[config.mk]
export PLATFORM = sky130hd
export DESIGN_NAME = cap_in_cond
export DESIGN_NICKNAME = d
export VERILOG_FILES = /design/src/rtl/cap_cond_pkg.sv /design/src/rtl/cap_sync.sv /design/src/rtl/cap_glitch_filt.sv /design/src/rtl/cap_prescale.sv /design/src/rtl/cap_in_cond.sv
export SDC_FILE = /design/constraint.sdc
export NUM_CORES = 1
export LEC_CHECK = 0
export ABC_AREA = 1
export ABC_CLOCK_PERIOD_IN_PS = 3800
export BUFFER_PORTS_ARGS = -buffer_cell sky130_fd_sc_hd__buf_2
export CORE_MARGIN = 1.5
export CORE_UTILIZATION = 30
export DETAILED_ROUTE_END_ITERATION = 7
export PLACE_DENSITY_LB_ADDON = 0.15
export SETUP_SLACK_MARGIN = 0.2
export SLEW_MARGIN = 30
export SYNTH_ARGS = -nofsm -noshare
export SYNTH_HDL_FRONTEND = slang
export SYNTH_SLANG_ARGS = --single-unit
[constraint.sdc]
create_clock -name clk -period 3.8 [get_ports clk]
set_input_delay 0.76 -clock clk [delete_from_list [all_inputs] [get_ports clk]]
set_output_delay 0.76 -clock clk [all_outputs]
set_load 0.02 [all_outputs]
[src/rtl/cap_cond_pkg.sv]
package cap_cond_pkg;
    parameter int unsigned QUAL_W      = 4;
    parameter int unsigned PRE_W       = 5;
    parameter int unsigned SYNC_STAGES = 2;

    typedef logic [QUAL_W-1:0] qual_t;
    typedef logic [PRE_W-1:0]  pre_t;

    // Glitch filter state: accepted level and run length of the opposite level
    typedef struct packed {
        logic  lvl;
        qual_t run;
    } filt_st_t;

    // Divider state: previous input level, divided output, rising-edge count
    typedef struct packed {
        logic prev;
        logic div;
        pre_t edges;
    } pre_st_t;

    function automatic logic qual_bypass(qual_t c);
        return c == '0;
    endfunction

    function automatic logic pre_bypass(pre_t c);
        return c == '0;
    endfunction

    function automatic logic pre_last_edge(pre_t cnt, pre_t code);
        return cnt >= pre_t'(code - 1'b1);
    endfunction
endpackage

[src/rtl/cap_sync.sv]
module cap_sync #(
    parameter int unsigned STAGES = 2
) (
    input  logic clk,
    input  logic rst,
    input  logic d,
    output logic q
);
    logic [STAGES-1:0] sr;

    generate
        if (STAGES == 1) begin : g_one
            always_ff @(posedge clk) begin
                if (rst) sr <= '0;
                else     sr <= d;
            end
        end else begin : g_chain
            always_ff @(posedge clk) begin
                if (rst) sr <= '0;
                else     sr <= {sr[STAGES-2:0], d};
            end
        end
    endgenerate

    assign q = sr[STAGES-1];
endmodule

[src/rtl/cap_glitch_filt.sv]
module cap_glitch_filt
    import cap_cond_pkg::*;
(
    input  logic  clk,
    input  logic  rst,
    input  logic  clr,
    input  logic  d,
    input  qual_t qual,
    output logic  q
);
    filt_st_t st, st_nx;

    always_comb begin
        st_nx = st;
        if (clr) begin
            st_nx = '0;
        end else if (qual_bypass(qual)) begin
            st_nx.lvl = d;
            st_nx.run = '0;
        end else if (d == st.lvl) begin
            st_nx.run = '0;
        end else if (st.run >= qual) begin
            st_nx.lvl = d;
            st_nx.run = '0;
        end else begin
            st_nx.run = st.run + 1'b1;
        end
    end

    always_ff @(posedge clk) begin
        if (rst) st <= '0;
        else     st <= st_nx;
    end

    assign q = qual_bypass(qual) ? d : st.lvl;
endmodule

[src/rtl/cap_prescale.sv]
module cap_prescale
    import cap_cond_pkg::*;
(
    input  logic clk,
    input  logic rst,
    input  logic clr,
    input  logic d,
    input  pre_t pre,
    output logic q
);
    pre_st_t st, st_nx;

    always_comb begin
        st_nx = st;
        if (clr) begin
            st_nx = '0;
        end else begin
            st_nx.prev = d;
            if (pre_bypass(pre)) begin
                st_nx.div   = 1'b0;
                st_nx.edges = '0;
            end else if (d && !st.prev) begin
                if (pre_last_edge(st.edges, pre)) begin
                    st_nx.div   = !st.div;
                    st_nx.edges = '0;
                end else begin
                    st_nx.edges = st.edges + 1'b1;
                end
            end
        end
    end

    always_ff @(posedge clk) begin
        if (rst) st <= '0;
        else     st <= st_nx;
    end

    assign q = pre_bypass(pre) ? d : st.div;
endmodule

[src/rtl/cap_in_cond.sv]
module cap_in_cond
    import cap_cond_pkg::*;
(
    input  logic              clk,
    input  logic              rst,
    input  logic              raw_in,
    input  logic [QUAL_W-1:0] qual_code,
    input  logic [PRE_W-1:0]  pre_code,
    input  logic              filt_clr,
    output logic              cond_out
);
    logic sync_lvl;
    logic filt_lvl;

    cap_sync #(.STAGES(SYNC_STAGES)) u_sync (
        .clk (clk),
        .rst (rst),
        .d   (raw_in),
        .q   (sync_lvl)
    );

    cap_glitch_filt u_filt (
        .clk  (clk),
        .rst  (rst),
        .clr  (filt_clr),
        .d    (sync_lvl),
        .qual (qual_code),
        .q    (filt_lvl)
    );

    cap_prescale u_pre (
        .clk (clk),
        .rst (rst),
        .clr (filt_clr),
        .d   (filt_lvl),
        .pre (pre_code),
        .q   (cond_out)
    );
endmodule

==> results by group <==
Status
  – Status: finished clean

Timing
  – Count of pins over their slew limit: 0
  – Min Tclk post-route: 2660 ps
  – Final hold vios: 0
  – RSZ-0062 raised after global routing: no
  – Worst hold slack: 408 ps
  – Tcrit/Tclk final: 69.9%
  – FMAX: 0.376 GHz
  – Setup_tns: 0 ps
  – Worst-margin pin slew: 304 ps
  – Slew margin rel.: 79.7%
  – Final setup viols: 0
  – Skew final: 5.60 ps

Detailed routing
  – DR pass1 iterations: 4
  – WL per Instance: 9.26 µm
  – Initial DRC count: 18
  – Final WL: 1.83 mm
  – DRC viols: 0
  – Via-to-Cell Ratio: 4.32
  – DR vias: 856
  – DRT antenna net count: 0

GRT
  – Total track usage: 11.9%
  – Largest net degree at the start of global routing: 9
  – Initial antenna violation count: 0
  – First-pass GRT wire length: 3.16 mm
  – Number of global-route vias before repair: 747
  – Grt total ovfl: 0

CTS
  – Num CTS Buffers: 3
  – Clock root buffer: clkbuf_4
  – CTS Sinks: 14
  – TritonCTS clock tree: yes
  – CTS Hold Bufs: 0
  – Worst skew pair latency: 280 ps
  – Longest Clk Path Bufs: 2
  – Post_cts resized: 0
  – H-tree depth: 1
  – Post-CTS Setup Bufs: 0
  – Clock transition at path regs: 80 ps

Yosys
  – Syn nets: 162
  – Synth Warn #: 0
  – Primary FF master, synth: dfxtp_1
  – Syn_area_per_cell: 6.91 µm²
  – Synth Instances: 137
  – Dominant cell type by area after synthesis: dfxtp_1
  – Sequential share of the synthesized area: 29.6%
  – Synth area leaders: dfxtp_1 30%, ha_1 16%, nand2_1 13%, inv_1 10%, nand3_1 5.8%
  – Synth top area share: 29.6%
  – Number of flops mapped to enable cells by yosys: 0
  – Netlist cell types: 20
  – Cell Area, Synth: 947 µm²
  – Asr flop ratio synth: 0%
  – Synth Register Bits: 14

Layout
  – Final #Nets: 180
  – Area Growth Syn to Fin: 16.5%
  – Commonest non-fill, non-tap cell in the layout: nand2_1
  – Final Cell Area: 1100 µm²
  – Layout cells sized above 1: 15.6%
  – # fillers: 319
  – Antenna cell count: 0
  – Commonest cells after routing, fill and taps aside: 32 x nand2_1, 26 x inv_1, 14 x dfxtp_1

Critical path
  – WS Path Type: input port to output port
  – Worst Path Max Fanout: 4
  – CP Cell Sequence: buf_2, inv_1, ha_1, nand2_1, or2_1, o21ai_0, buf_2
  – Critical Path RT: 3040 ps
  – CP Launch Type: input port
  – Critical-path top delay cell: or2_1
  – Most used cell, CP: buf_2
  – Crit. End Element: output port
  – CP peak stage delay: 250 ps
  – CP arrival: 1900 ps

Place
  – Port bufs: 13
  – Post-DP HPWL: 1.51 mm
  – Post-DP Area: 1070 µm²
  – RD Place Congestion: 0.718

Die
  – Initial Utilization: 31.3%
  – Die height: 59.2 µm
  – Core area: 3030 µm²
  – Die X: 59.2 µm
  – Die area: 3500 µm²
  – I/O Pins: 14
  – Site Rows: 20

Hold path
  – Worst min path class: flip-flop to flip-flop

Run
  – Max_cap viols: 0

Pwr
  – Leak pwr: 0.534 nW
  – PD cells: 272 nW/µm²
  – Post-layout power: 0.000300 W
  – Max rail drop VDD: 0.108 mV
kinds of logic (layout without fill, tap and decap cells):
family | count (synthesis) | count (layout) | share of synthesized area (%)
adder cells (fa/ha/maj) | 12 | 12 | 15.9
AND/OR/NAND/NOR | 68 | 68 | 32.8
buffers and inverters | 26 | 43 | 10.3
XOR/XNOR | 5 | 5 | 4.62
AO/OA/AOI/OAI | 12 | 12 | 6.87
flip-flops | 14 | 14 | 29.6
metal layers:
layer | global-route usage (%) | vias to the layer above | share of wire [%]
met4 | 6.82 | 0 | 1.9
met5 | 0 | - | 0
met3 | 1.97 | 4 | 4.4
met1 | 17.2 | 363 | 54
met2 | 16.6 | 19 | 40
li1 | - | 470 | -
critical path, delay by kind of cell:
family,cells,cell delay (ps)
buffers and inverters,3,390
AND/OR/NAND/NOR,2,320
adder cells (fa/ha/maj),1,190
AO/OA/AOI/OAI,1,240
report_power, final:
| part | switching (W) | internal [W] |
|---|---|---|
| combinational | 0.0000250 | 0.0000171 |
| clock | 0.0000497 | 0.0000583 |
| sequential | 0.00000161 | 0.000149 |
| total | 0.0000762 | 0.000224 |
final timing paths:
kind                                     end          from  slack [ps]  cells past startpoint
worst max-delay path                cond_out   pre_code[0]        1140                      7
worst min-delay path            u_sync.sr[1]  u_sync.sr[0]         410                      2
worst max register to register   u_pre.st[2]   u_pre.st[0]        2280                      9
worst min register to register  u_sync.sr[1]  u_sync.sr[0]         410                      2
through the flow:
step                      cells  util [%]  setup slack, ps
after floorplan             137         -             1260
after global placement      194      35.2             1120
after detailed placement    194      35.2             1130
after CTS                   198      36.4             1120
after global routing        198      36.4             1060
final                       198      36.4             1140
layout make-up:
| cell class | count | area, µm² | share of cell area [%] |
|---|---|---|---|
| inverter | 26 | 97.6 | 8.84 |
| tap | 44 | 55.1 | 4.99 |
| clock buffer | 4 | 36.3 | 3.29 |
| multi-input combinational | 97 | 569 | 51.6 |
| sequential | 14 | 280 | 25.4 |
| timing repair buffer | 13 | 65.1 | 5.90 |
synthesized netlist by cell type, drive strengths merged, types with 2 or more instances:
library cell  number
nand2             36
inv               26
dfxtp             14
ha                12
nor2              12
nand3             11
a21oi              8
nor3               4
xor2               3
nand4              2
o21ai              2
xnor2              2
flip-flops by register name, summed over array words and instances, names as in the netlist:
name and count:
u_pre.st 7, u_filt.st 5, u_sync.sr 2
Power figures use the tool's default switching activity.
